`src/rtl/xrs_pkg.sv`:
```
package xrs_pkg;
   localparam int SYNC_STAGES = 2;

   typedef struct packed {
      logic pwrdn;
      logic lock;
      logic cal;
   } pll_stat_t;
endpackage

```
`src/rtl/xrs_sync2.sv`:
```
module xrs_sync2 #(
   parameter int W = 1
) (
   input  logic         clk,
   input  logic         rst,
   input  logic [W-1:0] d,
   output logic [W-1:0] q
);
   logic [W-1:0] meta;

   always_ff @(posedge clk or posedge rst) begin
      if (rst) begin
         meta <= '0;
         q    <= '0;
      end else begin
         meta <= d;
         q    <= meta;
      end
   end
endmodule

```
`src/rtl/xrs_rst_cond.sv`:
```
module xrs_rst_cond #(
   parameter bit SYNC_RST = 1'b0
) (
   input  logic clk,
   input  logic rst_in,
   output logic rst_o
);
   logic stg0, stg1;

   generate
      if (SYNC_RST) begin : g_sync
         // honoured only when the input is seen high on two edges in a row
         always_ff @(posedge clk) begin
            stg0 <= rst_in;
            stg1 <= rst_in & stg0;
         end
         assign rst_o = stg1;
      end else begin : g_async
         // immediate assertion, release aligned to the clock
         always_ff @(posedge clk or posedge rst_in) begin
            if (rst_in) begin
               stg0 <= 1'b0;
               stg1 <= 1'b0;
            end else begin
               stg0 <= 1'b1;
               stg1 <= stg0;
            end
         end
         assign rst_o = ~stg1;
      end
   endgenerate
endmodule

```
`src/rtl/xrs_countdown.sv`:
```
module xrs_countdown #(
   parameter int LOAD = 8
) (
   input  logic clk,
   input  logic rst,
   input  logic hold,
   output logic rst_o
);
   localparam int CW = (LOAD < 2) ? 1 : $clog2(LOAD);
   localparam logic [CW-1:0] RELOAD = CW'(LOAD - 1);

   generate
      if (LOAD < 2) begin : g_bad_load
         $error("xrs_countdown: LOAD must be at least 2");
      end
   endgenerate

   logic [CW-1:0] cnt;

   always_ff @(posedge clk or posedge rst) begin
      if (rst) begin
         cnt   <= RELOAD;
         rst_o <= 1'b1;
      end else if (hold) begin
         cnt   <= RELOAD;
         rst_o <= 1'b1;
      end else if (cnt != '0) begin
         cnt   <= cnt - CW'(1);
         rst_o <= 1'b1;
      end else begin
         rst_o <= 1'b0;
      end
   end

   // any hold keeps the output asserted on the next edge
   p_hold_forces_rst_r3: assert property (@(posedge clk) disable iff (rst)
      hold |=> rst_o);

   // no release while the count is still running
   p_count_blocks_release_r4: assert property (@(posedge clk) disable iff (rst)
      (!hold && cnt != '0) |=> rst_o);

   // a release follows an expired count with no hold present
   p_release_after_count_r4: assert property (@(posedge clk) disable iff (rst)
      $fell(rst_o) |-> ($past(cnt) == '0 && !$past(hold)));
endmodule

```
`src/rtl/xrs_top.sv`:
```
module xrs_top #(
   parameter int NUM_CH     = 2,
   parameter int TX_LOAD    = 8,
   parameter int RX_LOAD    = 6,
   parameter bit SHARED_CDR = 1'b0,
   parameter bit SYNC_RST   = 1'b0
) (
   input  logic              clk,
   input  logic              rst_in,
   input  logic              pll_pwrdn,
   input  logic              pll_lock,
   input  logic              pll_cal_busy,
   input  logic [NUM_CH-1:0] tx_cal_busy,
   input  logic [NUM_CH-1:0] rx_cal_busy,
   input  logic [NUM_CH-1:0] cdr_lock,
   input  logic [NUM_CH-1:0] tx_man_mode,
   input  logic [NUM_CH-1:0] rx_man_mode,
   output logic [NUM_CH-1:0] tx_rst,
   output logic [NUM_CH-1:0] rx_rst,
   output logic [NUM_CH-1:0] rx_rdy
);
   import xrs_pkg::*;

   localparam int PLL_W = $bits(pll_stat_t);
   localparam int SW    = PLL_W + 5 * NUM_CH;

   generate
      if (NUM_CH < 1) begin : g_bad_ch
         $error("xrs_top: NUM_CH must be at least 1");
      end
      if (TX_LOAD < 2 || RX_LOAD < 2) begin : g_bad_load
         $error("xrs_top: TX_LOAD and RX_LOAD must be at least 2");
      end
   endgenerate

   logic rst_i;

   xrs_rst_cond #(.SYNC_RST(SYNC_RST)) u_rst (
      .clk    (clk),
      .rst_in (rst_in),
      .rst_o  (rst_i)
   );

   // ---- status synchronisation ----
   pll_stat_t         pll_raw, pll_s;
   logic [NUM_CH-1:0] tcal_s, rcal_s, cdr_s, tman_s, rman_s;
   logic [SW-1:0]     sync_d, sync_q;

   assign pll_raw = '{pwrdn: pll_pwrdn, lock: pll_lock, cal: pll_cal_busy};
   assign sync_d  = {pll_raw, tx_cal_busy, rx_cal_busy, cdr_lock,
                     tx_man_mode, rx_man_mode};

   xrs_sync2 #(.W(SW)) u_sync (
      .clk (clk),
      .rst (rst_i),
      .d   (sync_d),
      .q   (sync_q)
   );

   assign {pll_s, tcal_s, rcal_s, cdr_s, tman_s, rman_s} = sync_q;

   // ---- first PLL lock since reset ----
   logic pll_seen_q, pll_seen;

   always_ff @(posedge clk or posedge rst_i) begin
      if (rst_i) pll_seen_q <= 1'b0;
      else       pll_seen_q <= pll_seen;
   end
   assign pll_seen = pll_seen_q | pll_s.lock;

   // ---- CDR lock selection ----
   logic [NUM_CH-1:0] cdr_eff;

   generate
      if (SHARED_CDR) begin : g_cdr_shared
         assign cdr_eff = {NUM_CH{&cdr_s}};
      end else begin : g_cdr_split
         assign cdr_eff = cdr_s;
      end
   endgenerate

   // ---- per-channel sequencing ----
   logic pll_common_hold;
   assign pll_common_hold = pll_s.pwrdn | pll_s.cal | ~pll_seen;

   generate
      for (genvar ch = 0; ch < NUM_CH; ch++) begin : g_ch
         logic tx_hold, rx_hold;

         assign tx_hold = pll_common_hold | tcal_s[ch]
                        | (~pll_s.lock & ~tman_s[ch]);
         assign rx_hold = rcal_s[ch] | (~rman_s[ch] & ~cdr_eff[ch]);

         xrs_countdown #(.LOAD(TX_LOAD)) u_tx_cnt (
            .clk   (clk),
            .rst   (rst_i),
            .hold  (tx_hold),
            .rst_o (tx_rst[ch])
         );

         xrs_countdown #(.LOAD(RX_LOAD)) u_rx_cnt (
            .clk   (clk),
            .rst   (rst_i),
            .hold  (rx_hold),
            .rst_o (rx_rst[ch])
         );

         assign rx_rdy[ch] = ~rx_rst[ch] & cdr_eff[ch];

         // without a first lock the TX reset stays asserted
         p_first_lock_r5: assert property (@(posedge clk) disable iff (rst_i)
            !pll_seen |=> tx_rst[ch]);

         // automatic TX mode restarts on loss of lock
         p_auto_lock_loss_r6: assert property (@(posedge clk) disable iff (rst_i)
            (!pll_s.lock && !tman_s[ch]) |=> tx_rst[ch]);

         // RX calibration gates the RX release
         p_rx_cal_gate_r7: assert property (@(posedge clk) disable iff (rst_i)
            rcal_s[ch] |=> rx_rst[ch]);

         // a released manual RX channel stays released while calibration is idle
         p_manual_rx_keeps_r10: assert property (@(posedge clk) disable iff (rst_i)
            (rman_s[ch] && !rcal_s[ch] && !rx_rst[ch]) |=> !rx_rst[ch]);

         // ready never rises in the same cycle as a reset release is pending
         p_rdy_after_release_r9: assert property (@(posedge clk) disable iff (rst_i)
            $rose(rx_rdy[ch]) |-> $past(!rx_hold));
      end
   endgenerate

   // reset drives every output to its safe state
   p_rst_holds_r1: assert property (@(posedge clk)
      rst_i |=> (&tx_rst && &rx_rst && rx_rdy == '0));
endmodule

```
`config.mk`:
```
export PLATFORM = sky130hd
export DESIGN_NAME = xrs_top
export DESIGN_NICKNAME = d
export VERILOG_FILES = /design/src/rtl/xrs_pkg.sv /design/src/rtl/xrs_sync2.sv /design/src/rtl/xrs_rst_cond.sv /design/src/rtl/xrs_countdown.sv /design/src/rtl/xrs_top.sv
export SDC_FILE = /design/constraint.sdc
export NUM_CORES = 1
export LEC_CHECK = 0
export BUFFER_PORTS_ARGS = -buffer_cell sky130_fd_sc_hd__buf_2
export CAP_MARGIN = 20
export CORE_ASPECT_RATIO = 0.5
export CORE_MARGIN = 3
export CORE_UTILIZATION = 50
export DETAILED_ROUTE_END_ITERATION = 6
export PLACE_DENSITY = 0.79
export SYNTH_ARGS = -nofsm -noshare
export SYNTH_HDL_FRONTEND = slang
export SYNTH_SLANG_ARGS = --single-unit
```
`constraint.sdc`:
```
create_clock -name clk -period 1.2 [get_ports clk]
set_input_delay 0.06 -clock clk [delete_from_list [all_inputs] [get_ports clk]]
set_output_delay 0.06 -clock clk [all_outputs]
set_load 0.1 [all_outputs]
```
==> reports/qor.yml <==
outcome:
  status: "finished, violations left"
  violations: "setup timing"
clock_network:
  clockRootBuffer: "clkbuf_8"
  clock_latency_ps: 300
  cts_tree: "yes"
  cts.htree.levels: 2
  clkSlewWorstSetupHoldPaths_ps: 80
  clock-sinks: 45
  cts_buffers: 5
  ctsLongestPathBuffers: 2
flow_run:
  cap_viol_max_count: 0
route:
  drtIter0Drc: 25
  wl_per_cell_um: 13.8
  drc_errors: 0
  dr.pass1.iters: 4
  wl_mm: 2.71
  routed-via-count: 927
  postRouteAntennaNets: 0
  post_drt_via_cell_ratio: 4.73
grt:
  use_met3_pct: 6.96
  grtUsageMet1_pct: 17.5
  antenna_found_initial: 0
  top_usage_layer: "met2"
  grt_max_degree: 39
  grt_util_all_layers_pct: 16.7
  grt_pass1_wl_mm: 4.66
  grt_pass1_vias: 1045
  globalRoute.totalOverflow: 0
  grtUsageMet2_pct: 31.4
power_and_ir_drop:
  p_total_mw: 2.83
  powerDensity_nw_per_um2: 1260
  p_leak_nw: 0.979
  ir_drop_v: 0.00111
yosys:
  synth-xor-area-share_pct: 2.14
  async_flop_share_pct: 100
  synth.most_common_cell: "dfrtp_1"
  yosys.area_share.simple_pct: 11.7
  synth_compound_area_share_pct: 3.21
  syn_nets: 138
  synth_top_family_by_area: "simple AND/OR/NAND/NOR gates"
  synth_common_cells: "dfrtp_1, dfstp_2, nand2_1"
  synth_adder_area_share_pct: 6.12
  synth_seq_cells: 45
  synth_edf_count: 0
  synth_largest_area_cell: "dfrtp_1"
  yosys.area.top_type_share_pct: 47.4
  synth.yosys.seq_area_share_pct: 69.9
  synth.distinct_cells: 23
  syn_avg_cell_area_um2: 14.2
  ys_warn_count: 0
  syn_area_um2: 1640
  synthCells: 115
  muxShareOfSynthArea_pct: 2.52
  synthFlopType: "dfrtp_1"
  ys_top_cells_by_area: "dfrtp_1, dfstp_2, ha_1, nand2_1, inv_1"
sta:
  timing.fmax_mhz: 786
  drv_slew: 0
  period_share_pct: 106
  clock_skew_ps: 2.81
  min_period_ps: 1270
  hold_viol: 0
  rsz0062_at_grt: "yes"
  worst_slack_ps: -72.4
  hold_ws_ps: 94.7
  finalSetupViolCount: 3
worst_setup_path:
  cp_cell_sequence: "inv_2 > ha_4 > and2b_2 > xnor2_2 > nand2_1"
  crit_slowest_cell: "dfstp_2"
  crit_family: "flip-flops"
  r2r_slack_ps: -70
  cp.required_ps: 1410
  worst-r2r-cell-count: 5
  crit_type: "reg -> reg"
  crit_fanout: 4
  rr_startpoint: "g_ch[1].u_tx_cnt.cnt[1]"
  cp-end-kind: "register"
  worst_ep_arrival_time_ps: 1480
  rr_endpoint: "g_ch[1].u_tx_cnt.cnt[0]"
  slowest_delay_ps: 550
  start_kind: "register"
  cp.buffers_inverters: 1
placed_design:
  hpwl_mm: 1.75
  portBuffers: 20
  gp_congestion: 0.686
floorplan:
  core_um2: 2850
  start_util_pct: 57.5
  die_area_um2: 4030
  io_pins: 21
  fp-row-count: 13
  die_y_um: 46.4
  die_w_um: 86.9
layout:
  finalNetCount: 181
  drive_gt1_share_pct: 49.7
  syn_to_final_growth_pct: 37.4
  diodes: 0
worst_hold_path:
  hp-class: "reg -> async"
## state kept, by name (all words and copies together), names as in the netlist
name,flops
g_ch.u_tx_cnt.rst_o,2
u_rst.stg0,1
u_sync.meta,13
u_sync.q,13
g_ch.u_tx_cnt.cnt,6
pll_seen_q,1
u_rst.stg1,1
g_ch.u_rx_cnt.rst_o,2
g_ch.u_rx_cnt.cnt,6
## cells in the final DEF (no fill, tap or decap), drive strengths merged
cell type | netlist | layout
and2b | 1 | 1
nor3b | 1 | 1
dfrtp | 31 | 31
nor4 | 2 | 2
nor2 | 9 | 9
nand2 | 12 | 12
inv | 10 | 10
mux2 | 1 | 1
buf | 4 | 26
a21oi | 3 | 3
or3 | 2 | 2
dfstp | 14 | 14
clkinvlp | 0 | 3
dlygate4sd3 | 0 | 14
nand2b | 2 | 2
a2111oi | 2 | 2
ha | 8 | 8
nor2b | 3 | 3
or2 | 1 | 1
conb | 1 | 1
clkbuf | 0 | 5
xnor2 | 4 | 4
o211ai | 1 | 1
mux2i | 3 | 3
## through the flow
| stage | utilization, % | setup TNS [ps] | std cells | setup slack (ps) | instance area, um2 |
|---|---|---|---|---|---|
| 6_report | 78.9 | -189 | 196 | -72.4 | 2250 |
| 5_1_grt | 78.9 | -476 | 196 | -135 | 2250 |
| 4_1_cts | 77.9 | -185 | 195 | -69.8 | 2220 |
| 3_5_place_dp | 68.3 | -228 | 172 | -103 | 1940 |
| 3_3_place_gp | 68.3 | -43.6 | 172 | -20.9 | 1940 |
| 2_1_floorplan | - | -34.3 | 115 | -22.5 | 1700 |
## worst max path at each step
stage	startpoint	cells after the start	to
2_1_floorplan	g_ch[0].u_tx_cnt.cnt[0]	5	g_ch[0].u_tx_cnt.cnt[1]
3_3_place_gp	g_ch[0].u_tx_cnt.cnt[1]	5	g_ch[0].u_tx_cnt.cnt[1]
3_5_place_dp	g_ch[1].u_tx_cnt.cnt[1]	5	g_ch[1].u_tx_cnt.cnt[0]
4_1_cts	g_ch[1].u_tx_cnt.cnt[1]	5	g_ch[1].u_tx_cnt.cnt[0]
5_1_grt	g_ch[1].u_tx_cnt.cnt[1]	5	g_ch[1].u_tx_cnt.cnt[0]
6_report	g_ch[1].u_tx_cnt.cnt[1]	5	g_ch[1].u_tx_cnt.cnt[0]
## cell type report
class,instances,area [um2]
clock buffer,5,68.8
clock inverter,3,22.5
fill,155,599
inverter,10,37.5
multi-input combinational,56,532
sequential,45,1140
tap,37,46.3
timing repair buffer,40,395
## routing by layer
metal  wire, um  vias to the layer above
li1           -                      447
met3        105                        4
met5          0                        -
met4         30                        0
met2       1440                       15
met1       1130                      461
## repair_timing
action                                  CTS  global route
endpoints found under the hold margin    15             0
endpoints found under the setup margin    5             8
pin swaps                                 3             2
hold buffers                             14             0
gates resized for setup                   7             6
buffers inserted                          1             1
## power breakdown
| group | switching, mW | internal [mW] | total (mW) | leakage (nW) |
|---|---|---|---|---|
| registers | 0.0423 | 1.60 | 1.64 | 0.508 |
| logic | 0.123 | 0.146 | 0.269 | 0.434 |
| clock network | 0.512 | 0.408 | 0.920 | 0.0364 |
| total | 0.677 | 2.15 | 2.83 | 0.979 |
## cell families (layout without fill, tap and decap cells)
group	Yosys count	in the layout
compound gates	6	6
xor+xnor	4	4
fa+ha+maj	8	8
buf+inv	14	58
flops	45	45
mux	4	4
other cells	1	1
simple gates	33	33
Note: power is estimated with default switching activity, not from simulation.
